## src/rtl/cuPkg.sv

```systemverilog
package cuPkg;
  localparam int ADDR_W = 3;

  typedef enum logic [ADDR_W-1:0] {
    A_KSZ = 3'd0,
    A_EOM = 3'd1,
    A_IV  = 3'd2,
    A_K1  = 3'd3,
    A_K2  = 3'd4,
    A_K3  = 3'd5
  } regAddr_e;

  typedef enum logic [1:0] {
    KM_SINGLE = 2'd0,
    KM_TWO    = 2'd1,
    KM_THREE  = 2'd2
  } keyMode_e;

  typedef struct packed {
    logic        wrKsz;
    keyMode_e    newMode;
    logic        wrIv;
    logic        wrK1;
    logic        wrK2;
    logic        wrK3;
    logic        rdEn;
    logic        rdZero;
    logic [ADDR_W-1:0] rdAddr;
  } strobes_t;
endpackage

```

## src/rtl/cuCtrl.sv

```systemverilog
module cuCtrl
  import cuPkg::*;
#(
  parameter int DATA_W = 64
) (
  input  logic              clk,
  input  logic              rstN,
  input  logic              busWrEn,
  input  logic              busRdEn,
  input  logic [ADDR_W-1:0] busAddr,
  input  logic [DATA_W-1:0] busWrData,
  input  logic              dpBusy,
  input  logic              dpDone,
  output strobes_t          strb,
  output logic              finalBlock,
  output logic              doneIrq,
  output logic              errIrq
);
  localparam logic [DATA_W-1:0] KSZ_8  = DATA_W'(8);
  localparam logic [DATA_W-1:0] KSZ_16 = DATA_W'(16);
  localparam logic [DATA_W-1:0] KSZ_24 = DATA_W'(24);

  logic wrErr, rdErr, kszOk, pending;
  keyMode_e decMode;

  always_comb begin
    kszOk   = 1'b1;
    decMode = KM_SINGLE;
    if (busWrData == KSZ_8)       decMode = KM_SINGLE;
    else if (busWrData == KSZ_16) decMode = KM_TWO;
    else if (busWrData == KSZ_24) decMode = KM_THREE;
    else                          kszOk   = 1'b0;
  end

  always_comb begin
    strb         = '0;
    strb.newMode = decMode;
    strb.rdAddr  = busAddr;
    strb.rdEn    = busRdEn;
    wrErr        = 1'b0;
    rdErr        = 1'b0;
    if (busWrEn) begin
      case (busAddr)
        A_KSZ:   begin strb.wrKsz = kszOk; wrErr = !kszOk; end
        A_EOM:   ;
        A_IV:    strb.wrIv = 1'b1;
        A_K1:    strb.wrK1 = 1'b1;
        A_K2:    strb.wrK2 = 1'b1;
        A_K3:    strb.wrK3 = 1'b1;
        default: wrErr = 1'b1;
      endcase
    end
    if (busRdEn) begin
      case (busAddr)
        A_KSZ, A_EOM: ;
        A_IV:    rdErr = dpBusy;
        default: rdErr = 1'b1;
      endcase
    end
    strb.rdZero = rdErr;
  end

  always_ff @(posedge clk or negedge rstN) begin
    if (!rstN) begin
      finalBlock <= 1'b0;
      doneIrq    <= 1'b0;
      errIrq     <= 1'b0;
      pending    <= 1'b0;
    end else begin
      finalBlock <= busWrEn && (busAddr == A_EOM);
      doneIrq    <= pending && dpDone;
      pending    <= (busWrEn && (busAddr == A_EOM)) || (pending && !dpDone);
      errIrq     <= wrErr || rdErr;
    end
  end

  assert_final_src_R6: assert property (@(posedge clk) disable iff (!rstN)
    finalBlock |-> $past(busWrEn && busAddr == A_EOM));
  assert_done_src_R11: assert property (@(posedge clk) disable iff (!rstN)
    doneIrq |-> $past(dpDone));
  assert_keyread_err_R1: assert property (@(posedge clk) disable iff (!rstN)
    (busRdEn && (busAddr == A_K1 || busAddr == A_K2 || busAddr == A_K3)) |=> errIrq);
  assert_bad_ksz_err_R5: assert property (@(posedge clk) disable iff (!rstN)
    (busWrEn && busAddr == A_KSZ && !kszOk) |=> errIrq);
endmodule

```

## src/rtl/cuRegs.sv

```systemverilog
module cuRegs
  import cuPkg::*;
#(
  parameter int DATA_W = 64
) (
  input  logic              clk,
  input  logic              rstN,
  input  strobes_t          strb,
  input  logic [DATA_W-1:0] wrData,
  input  logic              ivUpdEn,
  input  logic [DATA_W-1:0] ivUpdData,
  output logic [DATA_W-1:0] key1,
  output logic [DATA_W-1:0] key2,
  output logic [DATA_W-1:0] key3,
  output logic [1:0]        keyMode,
  output logic [DATA_W-1:0] ivOut,
  output logic              ivLoad,
  output logic [DATA_W-1:0] rdData
);
  keyMode_e modeQ;
  logic [DATA_W-1:0] kszView, rdMux;

  assign keyMode = modeQ;

  always_comb begin
    case (modeQ)
      KM_TWO:   kszView = DATA_W'(16);
      KM_THREE: kszView = DATA_W'(24);
      default:  kszView = DATA_W'(8);
    endcase
    case (strb.rdAddr)
      A_KSZ:   rdMux = kszView;
      A_IV:    rdMux = ivOut;
      default: rdMux = '0;
    endcase
  end

  always_ff @(posedge clk or negedge rstN) begin
    if (!rstN) begin
      key1   <= '0;
      key2   <= '0;
      key3   <= '0;
      modeQ  <= KM_SINGLE;
      ivOut  <= '0;
      ivLoad <= 1'b0;
      rdData <= '0;
    end else begin
      if (strb.wrK1) begin
        key1 <= wrData;
        key3 <= wrData;
      end
      if (strb.wrK2) key2 <= wrData;
      if (strb.wrK3) key3 <= wrData;
      if (strb.wrKsz) modeQ <= strb.newMode;
      if (strb.wrIv) ivOut <= wrData;
      else if (ivUpdEn) ivOut <= ivUpdData;
      ivLoad <= strb.wrIv;
      if (strb.rdEn) rdData <= strb.rdZero ? '0 : rdMux;
    end
  end

  assert_k1_mirror_R2: assert property (@(posedge clk) disable iff (!rstN)
    strb.wrK1 |=> (key3 == key1));
  assert_mode_legal_R4: assert property (@(posedge clk) disable iff (!rstN)
    keyMode != 2'd3);
  assert_k2_only_R3: assert property (@(posedge clk) disable iff (!rstN)
    strb.wrK2 |=> ($stable(key1) && $stable(key3)));
endmodule

```

## src/rtl/cipherRegsTop.sv

```systemverilog
module cipherRegsTop
  import cuPkg::*;
#(
  parameter int DATA_W = 64
) (
  input  logic              clk,
  input  logic              rstN,
  input  logic              busWrEn,
  input  logic              busRdEn,
  input  logic [2:0]        busAddr,
  input  logic [63:0]       busWrData,
  output logic [63:0]       busRdData,
  input  logic              dpBusy,
  input  logic              dpDone,
  input  logic              ivUpdEn,
  input  logic [63:0]       ivUpdData,
  output logic [63:0]       key1,
  output logic [63:0]       key2,
  output logic [63:0]       key3,
  output logic [1:0]        keyMode,
  output logic [63:0]       ivOut,
  output logic              ivLoad,
  output logic              finalBlock,
  output logic              doneIrq,
  output logic              errIrq
);
  strobes_t strb;

  cuCtrl #(.DATA_W(DATA_W)) uCtrl (
    .clk(clk), .rstN(rstN), .busWrEn(busWrEn), .busRdEn(busRdEn),
    .busAddr(busAddr), .busWrData(busWrData), .dpBusy(dpBusy),
    .dpDone(dpDone), .strb(strb), .finalBlock(finalBlock),
    .doneIrq(doneIrq), .errIrq(errIrq)
  );

  cuRegs #(.DATA_W(DATA_W)) uRegs (
    .clk(clk), .rstN(rstN), .strb(strb), .wrData(busWrData),
    .ivUpdEn(ivUpdEn), .ivUpdData(ivUpdData), .key1(key1), .key2(key2),
    .key3(key3), .keyMode(keyMode), .ivOut(ivOut), .ivLoad(ivLoad),
    .rdData(busRdData)
  );

  assert_eom_read_zero_R7: assert property (@(posedge clk) disable iff (!rstN)
    (busRdEn && busAddr == 3'd1) |=> (busRdData == '0));
  assert_iv_busy_R9: assert property (@(posedge clk) disable iff (!rstN)
    (busRdEn && busAddr == 3'd2 && dpBusy) |=> (errIrq && busRdData == '0));
  assert_unmapped_R12: assert property (@(posedge clk) disable iff (!rstN)
    ((busRdEn || busWrEn) && busAddr[2:1] == 2'b11) |=> errIrq);
endmodule

```

## config.mk

```make
export PLATFORM = sky130hd
export DESIGN_NAME = cipherRegsTop
export DESIGN_NICKNAME = d
export VERILOG_FILES = /design/src/rtl/cuPkg.sv /design/src/rtl/cuCtrl.sv /design/src/rtl/cuRegs.sv /design/src/rtl/cipherRegsTop.sv
export SDC_FILE = /design/constraint.sdc
export NUM_CORES = 1
export LEC_CHECK = 0
export BUFFER_PORTS_ARGS = -buffer_cell sky130_fd_sc_hd__buf_2
export CAP_MARGIN = 15
export CORE_AREA = 2 2 181 183
export CTS_BUF_LIST = sky130_fd_sc_hd__clkbuf_8
export CTS_CLUSTER_SIZE = 12
export DETAILED_ROUTE_END_ITERATION = 10
export DIE_AREA = 0 0 183 185
export PLACE_DENSITY = 0.73
export SLEW_MARGIN = 20
export SYNTH_ARGS = -nofsm -noshare
export SYNTH_HDL_FRONTEND = slang
export SYNTH_SLANG_ARGS = --single-unit
```

## constraint.sdc

```tcl
create_clock -name clk -period 2.1 [get_ports clk]
set_clock_uncertainty 0.15 [all_clocks]
set_input_delay 0.105 -clock clk [delete_from_list [all_inputs] [get_ports clk]]
set_output_delay 0.105 -clock clk [all_outputs]
set_load 0.01 [all_outputs]
```

==> out/results.txt, run 1 <==
pins over their slew limit: 0
RSZ-0062 raised after global routing: yes
Detailed Place HPWL: 28300 um
routed vias/inst: 5.09
first-pass GRT wire length: 66800 um
PnR Total Power: 17.5 mW
ratio of cells with drive above 1 in the final layout: 45.4%
drt total wl: 44200 um
critical-path cell list: dlygate4sd3_1 > buf_2 > nor4_2 > nand4_1 > buf_4 > nor4_4 > o21ai_1 > a221o_1
r2r setup slk: 0.07 ns
Post-synth ARST share: 100%
Netlist Area Pre-Place: 0.0129 mm2
fin nets: 1815
Worst EP required: 2.43 ns
vias in the first global route: 11500
row cnt: 66
grt total ovfl: 0
number of top-level pins: 464
class of the worst hold path: primary input to register
startpoint types: primary input
VDD IR max: 541 uV
drt first pass iters: 5
PwrDens: 925 mW/mm2
Worst-path clk slew: 0.06 ns
Tmin final: 2.07 ns
Post-Syn Instances: 1011
max incr delay on CP: 0.54 ns
most common cell after layout, fill and taps aside: buf_2
n_diodes: 0
WHS Path Cells: 4
number of synthesized flops with an enable pin: 0
sequential area share after synthesis: 63.2%
syn_nets: 1150
Slew headroom: 54.7%
Layout Area Growth over Synthesis: 46.5%
Critical R2R Launch: uRegs.ivOut[62]
Yosys cell types: 33
Max Root-Sink Buffers: 3
Crit. End Element: register
Initial Util: 40.4%
CTS tree: yes
Critical Path AT: 2.40 ns
worst-margin pin slew: 0.673 ns
dpl ws: -0.395 ns
CP Max Fanout: 5
max-cap violations: 0
Die ar.: 0.0339 mm2
min-delay src: busAddr[2]
Die X: 183 um
port bufs: 463
Fin. Hold Viols: 0
Core Footprint: 0.0320 mm2
Max Freq: 484 MHz
static leakage: 9.18 nW
Detailed Route Iter0 Violations: 513
GP Congestion: 0.873
via count: 10800
worst reg2reg path endpoint: uRegs.ivOut[62]
Yosys warnings: 0
initial antenna violation count: 1
Post-DRT Antenna Nets: 0
final worst slack: 0.0348 ns
path depth of the worst reg2reg path: 4
ys flop type: dfrtp_1
CP max-delay cell: dlygate4sd3_1
Final Setup Violations: 0
clk_lat worst skew: 0.60 ns
DR WL/cell: 20.8 um
status: complete, no violations
worst-case hold path end point: uRegs.key1[10]
# clock sinks: 327
DRC Markers: 0
syn_area_per_cell: 12.8 um2
largest net degree at the start of global routing: 74
H-tree levels: 2
Overall Global Routing Usage: 25.7%
CTS buffer count: 54
die extent in y: 185 um
#FFs+latches synth: 327
Root Driver: clkbuf_8
most frequent cells in the layout: buf_2, dfrtp_1, mux2_2
CP Class: primary input to register
fin crit share: 98.3%
[power by group]
group	leakage, nW	switching (mW)	internal [mW]
Combinational	4.52	1.93	1.89
Sequential	4.03	0.584	7.33
Clock	0.637	2.63	3.18
Total	9.18	5.14	12.4
[final cells by class]
| class | count | area (um2) |
|---|---|---|
| clock buffer | 75 | 1030 |
| timing repair buffer | 665 | 4490 |
| sequential | 327 | 8180 |
| clock inverter | 25 | 125 |
| tap | 408 | 510 |
| inverter | 67 | 251 |
| fill | 2554 | 13100 |
| multi-input combinational | 561 | 4380 |
[registers in the layout, indices dropped and copies added, names as in the netlist]
name / flops
uCtrl.pending: 1
uRegs.key2: 64
uCtrl.doneIrq: 1
uRegs.rdData: 64
uRegs.key1: 64
uRegs.ivLoad: 1
uRegs.ivOut: 64
uCtrl.finalBlock: 1
uRegs.key3: 64
uRegs.keyMode: 2
uCtrl.errIrq: 1
[synthesized netlist by cell type (2+ instances only)]
cell type | instances | area, um2
a21oi_1 | 3 | 15.0
and3_1 | 2 | 12.5
buf_1 | 6 | 22.5
buf_2 | 30 | 150
clkbuf_1 | 20 | 75.1
dfrtp_1 | 327 | 8180
inv_1 | 67 | 251
mux2_1 | 15 | 169
mux2_2 | 177 | 1990
mux2i_1 | 64 | 641
nand2_1 | 129 | 484
nand3_1 | 3 | 15.0
nand4_1 | 4 | 25.0
nor2_1 | 5 | 18.8
nor4_1 | 13 | 81.3
nor4_2 | 2 | 25.0
o21ai_0 | 127 | 636
o22ai_1 | 2 | 12.5
[kinds of logic (layout without fill, tap and decap cells)]
kind of cell,after synthesis,in the layout,share of synthesized area [%]
flops,327,327,63.2
mux,256,256,21.6
simple gates,165,165,5.65
compound gates,138,138,5.48
buf+inv,123,832,3.86
fa+ha+maj,1,1,0.0966
xor+xnor,1,1,0.0677
[worst max path at each step]
| stage | startpoint | end | slack [ns] | cells after the start |
|---|---|---|---|---|
| 3_5_place_dp | busWrData[57] | uCtrl.errIrq | -0.40 | 7 |
| 2_1_floorplan | busAddr[0] | uRegs.key2[10] | 0.55 | 4 |
| 6_report | busWrData[47] | uCtrl.errIrq | 0.03 | 8 |
| 3_3_place_gp | busWrData[57] | uCtrl.errIrq | -0.37 | 7 |
| 5_1_grt | busWrData[62] | uCtrl.errIrq | -0.05 | 8 |
| 4_1_cts | busWrData[28] | uCtrl.errIrq | 0.001 | 8 |
[per-stage QoR]
step	cell area, um2	TNS (ns)	hold WS, ns	std cells	util [%]
3_3_place_gp	16000	-0.851	-0.00673	1862	50.0
6_report	19000	0	0.0442	2128	59.2
5_1_grt	19000	-0.0529	0.0590	2128	59.2
4_1_cts	18900	0	0.000195	2127	58.9
3_5_place_dp	16000	-0.902	-0.00278	1862	50.0
2_1_floorplan	12900	0	-0.341	1011	-
[worst max-delay path: cells and delay by family]
kind,cells,cell delay [ns]
AND/OR/NAND/NOR,3,0.93
buffers and inverters,3,0.92
AO/OA/AOI/OAI,2,0.45
[metal layers]
metal / vias up / global-route usage (%) / part of all wire [%]
li1: 4797 / - / -
met4: 0 / 10.7 / 3.4
met5: - / 0 / 0
met1: 5449 / 31.1 / 39
met2: 475 / 44.2 / 50
met3: 113 / 6.43 / 7.2
[timing repair]
action	in CTS	in global routing
resized for setup	0	13
buffers inserted	0	1
setup endpoints to repair	0	25
hold buffers	165	0
endpoints found under the hold margin	648	0
Note: power is estimated with default switching activity, not from simulation.
==> run 2: changes to the inputs <==
--- a/config.mk
+++ b/config.mk
@@ -13,6 +13,7 @@
 export DETAILED_ROUTE_END_ITERATION = 10
 export DIE_AREA = 0 0 183 185
 export PLACE_DENSITY = 0.73
+export REMOVE_ABC_BUFFERS = 1
 export SLEW_MARGIN = 20
 export SYNTH_ARGS = -nofsm -noshare
 export SYNTH_HDL_FRONTEND = slang
==> out/results.txt, run 2 (synthesized netlist as in run 1, its figures left out) <==
status: complete, no violations
static leakage: 9.06 nW (-1.3%)
startpoint types: primary input
drt first pass iters: 5 (unchanged)
initial antenna violation count: 1 (unchanged)
VDD IR max: 652 uV (+21%)
via count: 10700 (-0.93%)
number of top-level pins: 464 (unchanged)
WHS Path Cells: 6 (+2)
Root Driver: clkbuf_8
fin crit share: 98.2% (about the same)
met1 GRT Util: 28.7% (-2.3 points)
Final Cell Area: 0.0187 mm2 (-1.6%)
max-cap violations: 0 (unchanged)
most frequent cells in the layout: buf_2, dfrtp_1, mux2_2
drt total wl: 41800 um (-5.4%)
Max Freq: 485 MHz (about the same)
GP Congestion: 0.831 (-4.9%)
largest net degree at the start of global routing: 78 (+5.4%)
Finished Core Util: 58.2% (-0.97 points)
Tmin final: 2.06 ns (-0.00204 ns)
Die X: 183 um (unchanged)
pins over their slew limit: 0 (unchanged)
routed vias/inst: 5.10 (+0.25%)
CP Class: primary input to register
CP Max Fanout: 5 (unchanged)
Detailed Place HPWL: 26700 um (-5.9%)
Final TNS setup: 0 ns (unchanged)
DRC Markers: 0 (unchanged)
Final Setup Violations: 0 (unchanged)
PnR Total Power: 17.2 mW (-1.9%)
Critical Path AT: 2.36 ns (-0.04 ns)
vias in the first global route: 11300 (-1.5%)
dpl ws: -0.180 ns (+0.216 ns)
clk_lat worst skew: 0.56 ns (-0.04 ns)
Core Footprint: 0.0320 mm2 (unchanged)
die extent in y: 185 um (unchanged)
H-tree levels: 2 (unchanged)
port bufs: 463 (unchanged)
Crit. End Element: register
Layout Area Growth over Synthesis: 44.1%
Non-Filler Instances: 2103 (-1.2%)
Post-DRT Antenna Nets: 0 (unchanged)
DR WL/cell: 19.9 um (-4.3%)
Slew headroom: 57.9% (+3.2 points)
layer with the highest usage: met2
Worst-path clk slew: 0.06 ns (about the same)
row cnt: 66 (unchanged)
RSZ-0062 raised after global routing: yes
Detailed Route Iter0 Violations: 584 (+14%)
# clock sinks: 327 (unchanged)
Worst EP required: 2.39 ns (-0.04 ns)
PwrDens: 923 mW/mm2 (-0.26%)
hold_ws: 0.0713 ns (+0.0271 ns)
class of the worst hold path: primary input to register
CTS buffer count: 54 (unchanged)
Fin. Hold Viols: 0 (unchanged)
met2 Usage GRT: 40.8% (-3.4 points)
most common cell after layout, fill and taps aside: buf_2
ratio of cells with drive above 1 in the final layout: 45.2% (-0.16 points)
worst-margin pin slew: 0.631 ns (-0.0425 ns)
CTS tree: yes
Overall Global Routing Usage: 23.9% (-1.8 points)
Placed Area: 0.0160 mm2 (-0.33%)
placed insts: 1855 (-0.38%)
Die ar.: 0.0339 mm2 (unchanged)
Max Root-Sink Buffers: 3 (unchanged)
final worst slack: 0.0368 ns (+0.00204 ns)
Initial Util: 40.4% (unchanged)
routing usage on met3: 5.27% (-1.2 points)
fin nets: 1790 (-1.4%)
grt total ovfl: 0 (unchanged)
path depth of the worst reg2reg path: 3 (-1)
first-pass GRT wire length: 63400 um (-5.1%)
## run 2: per-layer routing
metal | routed length (um) | vias up | share of wire [%]
li1 | - | 4738 | -
met1 | 16500 | 5373 | 39
met2 | 20700 | 494 | 49
met3 | 2820 | 128 | 6.7
met4 | 1860 | 0 | 4.4
met5 | 0 | - | 0
## run 2: path summary, 6_finish.rpt
kind                       slack, ns               end       startpoint
min                             0.07  uRegs.keyMode[1]    busWrData[47]
max reg2reg                     0.53   uRegs.ivOut[32]  uRegs.ivOut[32]
max in group asynchronous       0.48    uRegs.key2[54]             rstN
min in group asynchronous       0.51  uRegs.rdData[10]             rstN
max                             0.04      uCtrl.errIrq    busWrData[19]
min reg2reg                     0.34     uRegs.key2[7]    uRegs.key2[7]
## run 2: timing repair
| item | in CTS | in global routing |
|---|---|---|
| setup buffers | 0 | 1 |
| endpoints found under the setup margin | 0 | 20 |
| endpoints found under the hold margin | 636 | 0 |
| gates resized for setup | 0 | 11 |
| hold buffers | 147 | 0 |
## run 2: cell type report
type                    count  area (um2)
repair buffers            640        4240
flip-flops and latches    327        8180
inverters                  67         251
multi-input cells         561        4370
fillers                  2547       13400
diodes                      2        5.00
clock buffers              72         991
clock inverters            26         114
well taps                 408         510
## run 2: where the power goes
part	leakage (nW)	total, mW	internal [mW]	switching (mW)
clock network	0.641	5.57	3.05	2.52
logic	4.39	3.72	1.86	1.87
registers	4.03	7.92	7.33	0.592
## run 2: worst max-delay path: stages
cell and delay, ns:
dlygate4sd3_1 0.55, buf_2 0.17, nor4_1 0.41, nand4_1 0.32, nor4_4 0.37, o21ai_1 0.11, a221o_1 0.32
==> run 3: changes to the inputs <==
--- a/config.mk
+++ b/config.mk
@@ -5,15 +5,17 @@
 export SDC_FILE = /design/constraint.sdc
 export NUM_CORES = 1
 export LEC_CHECK = 0
+export ABC_AREA = 1
 export BUFFER_PORTS_ARGS = -buffer_cell sky130_fd_sc_hd__buf_2
 export CAP_MARGIN = 15
-export CORE_AREA = 2 2 181 183
+export CORE_AREA = 2 2 179 181
 export CTS_BUF_LIST = sky130_fd_sc_hd__clkbuf_8
 export CTS_CLUSTER_SIZE = 12
 export DETAILED_ROUTE_END_ITERATION = 10
-export DIE_AREA = 0 0 183 185
-export PLACE_DENSITY = 0.73
+export DIE_AREA = 0 0 181 183
+export PLACE_DENSITY = 0.76
 export REMOVE_ABC_BUFFERS = 1
+export SETUP_SLACK_MARGIN = 0.3
 export SLEW_MARGIN = 20
 export SYNTH_ARGS = -nofsm -noshare
 export SYNTH_HDL_FRONTEND = slang
==> constraint.sdc (replaced) <==
create_clock -name clk -period 2.12 [get_ports clk]
set_clock_uncertainty 0.15 [all_clocks]
set_input_delay 0.106 -clock clk [delete_from_list [all_inputs] [get_ports clk]]
set_output_delay 0.106 -clock clk [all_outputs]
set_load 0.01 [all_outputs]
==> out/results.txt, run 3 <==
ys flop type: dfrtp_1
number of top-level pins: 464 (unchanged)
VDD IR max: 695 uV (+6.6%)
Max Freq: 573 MHz
Worst EP required: 2.41 ns (+0.02 ns)
n_diodes: 0 (-2)
Netlist Area Pre-Place: 0.0134 mm2 (+3.4%)
CP max-delay cell: dlygate4sd3_1
PwrDens: 868 mW/mm2 (-5.9%)
Final Setup Violations: 0 (unchanged)
GP Congestion: 0.853 (+2.7%)
CTS buffer count: 53 (-1.9%)
CP Max Fanout: 4 (-1)
Max Root-Sink Buffers: 3 (unchanged)
grt total ovfl: 0 (unchanged)
Tmin final: 1.74 ns
clk_lat worst skew: 0.57 ns (about the same)
Final TNS setup: 0 ns (unchanged)
first-pass GRT wire length: 72300 um (+14%)
most common cell in the netlist: dfrtp_1
Post-DRT Antenna Nets: 0 (unchanged)
Worst-path clk slew: 0.06 ns (about the same)
hold_ws: 0.0948 ns (+0.0235 ns)
vias in the first global route: 13500 (+20%)
CTS tree: yes
Crit. End Element: register
CP dominant cell by count: dlygate4sd3_1
post-synth top area share: 61.1% (-2.1 points)
die extent in y: 183 um (-1.1%)
# clock sinks: 327 (unchanged)
Yosys top cell by area: dfrtp_1
Detailed Place HPWL: 28800 um (+7.8%)
class of the worst hold path: primary input to register
Root Driver: clkbuf_8
Slew headroom: 58.9% (+0.96 points)
max incr delay on CP: 0.61 ns (+0.06 ns)
final worst slack: 0.376 ns (+0.339 ns)
PnR Total Power: 16.8 mW (-2.5%)
routed vias/inst: 5.22 (+2.3%)
Initial Util: 42.9% (+2.5 points)
Fin. Hold Viols: 0 (unchanged)
CP Class: primary input to register
initial antenna violation count: 0 (-1)
largest net degree at the start of global routing: 129 (+65%)
syn_area_per_cell: 9.82 um2 (-23%)
RSZ-0062 raised after global routing: no
Die ar.: 0.0331 mm2 (-2.2%)
most common cell after layout, fill and taps aside: buf_2
synth cell count leaders: dfrtp_1, nand2_1, inv_1
startpoint types: primary input
dpl ws: 0.204 ns (+0.383 ns)
Synth area leaders: dfrtp_1, o221ai_2, nand2_1, o21ai_0, inv_1
drt total wl: 46100 um (+10%)
DRC Markers: 0 (unchanged)
via count: 12900 (+20%)
fin nets: 2174 (+21%)
Die X: 181 um (-1.1%)
pins over their slew limit: 0 (unchanged)
Post-Syn Instances: 1364 (+35%)
status: complete, no violations
row cnt: 65 (-1.5%)
fin crit share: 82.3%
max-cap violations: 0 (unchanged)
Finished Core Util: 61.9% (+3.7 points)
Layout Area Growth over Synthesis: 44.3%
Detailed Route Iter0 Violations: 975 (+67%)
Post-synth ARST share: 100% (unchanged)
sequential area share after synthesis: 61.1% (-2.1 points)
Yosys warnings: 0 (unchanged)
Critical Path AT: 2.03 ns (-0.33 ns)
Overall Global Routing Usage: 27.4% (+3.5 points)
port bufs: 463 (unchanged)
static leakage: 9.85 nW (+8.7%)
critical-path cell list: buf_2 > nor2_4 > dlygate4sd3_1 > a21oi_2 > dlygate4sd3_1 > nand2_1 > nand3_1 > o21ai_0
Yosys cell types: 22 (-33%)
most frequent cells in the layout: buf_2, dfrtp_1, nand2_1
drt first pass iters: 6 (+1)
ratio of cells with drive above 1 in the final layout: 30.9% (-14 points)
worst-margin pin slew: 0.616 ns (-0.0143 ns)
#FFs+latches synth: 327 (unchanged)
H-tree levels: 2 (unchanged)
Core Footprint: 0.0312 mm2 (-2.5%)
number of synthesized flops with an enable pin: 0 (unchanged)
DR WL/cell: 18.6 um (-6.5%)
## run 3: cell types whose count changed in the layout (fill, tap and decap cells not counted), sizes merged, moves of 60 or more
cell,before,now
mux2,192,0
inv,85,223
nor2,5,116
nand2,129,232
nand3,3,72
mux2i,64,0
o21ai,128,192
o221ai,0,64
a21oi,3,65
dlygate4sd3,147,207
## run 3: report_power, final
group | switching [mW] | internal (mW)
combinational | 2.00 | 1.54
clock | 2.52 | 3.07
sequential | 0.535 | 7.12
total | 5.05 | 11.7
## run 3: final timing paths
path,end,cells after the start,from,slack [ns]
hold / removal,uCtrl.errIrq,7,busAddr[1],0.09
hold reg to reg,uCtrl.doneIrq,2,uCtrl.pending,0.33
setup / recovery,uRegs.rdData[3],8,busAddr[2],0.38
min in group asynchronous,uRegs.ivOut[27],3,rstN,0.47
max in group asynchronous,uRegs.key2[41],4,rstN,0.50
setup reg to reg,uRegs.ivOut[11],3,uRegs.ivOut[11],0.62
## run 3: area by class of cell
| type | count | area, um2 |
|---|---|---|
| multi-input combinational | 749 | 4010 |
| fill | 2363 | 11900 |
| timing repair buffer | 699 | 4770 |
| sequential | 327 | 8180 |
| tap | 402 | 503 |
| clock buffer | 67 | 922 |
| clock inverter | 27 | 165 |
| inverter | 205 | 774 |
## run 3: cells by family (layout without fill, tap and decap cells)
group           after synthesis  after routing  share of synthesized area (%)
simple gates                423            423                           12.8
flops                       327            327                           61.1
compound gates              325            325                           16.8
buf+inv                     288            998                           9.23
fa+ha+maj                     1              1                         0.0934
## run 3: repair_timing
action                                  4_1_cts  5_1_grt
hold endpoints to repair                    595        0
endpoints found under the setup margin        0        5
hold buffers                                208        0
gates resized for setup                       0        5
setup buffers                                 0        2
## run 3: metal layers
metal | routed length [um] | global-route usage (%)
met4 | 2650 | 15.8
met5 | 0 | 0
met1 | 17200 | 32.5
met3 | 3940 | 6.59
met2 | 22200 | 45.8
## run 3: worst max-delay path: cells and delay by family
kind | cells | cell delay [ns]
AO/OA/AOI/OAI | 2 | 0.32
AND/OR/NAND/NOR | 3 | 0.27
buffers and inverters | 3 | 1.33
## run 3: stage by stage
step | area, um2 | instances
after CTS | 19300 | 2475
after global routing | 19300 | 2476
after floorplan | 12900 | 1281
after global placement | 16100 | 2173
final | 19300 | 2476
after detailed placement | 16100 | 2173
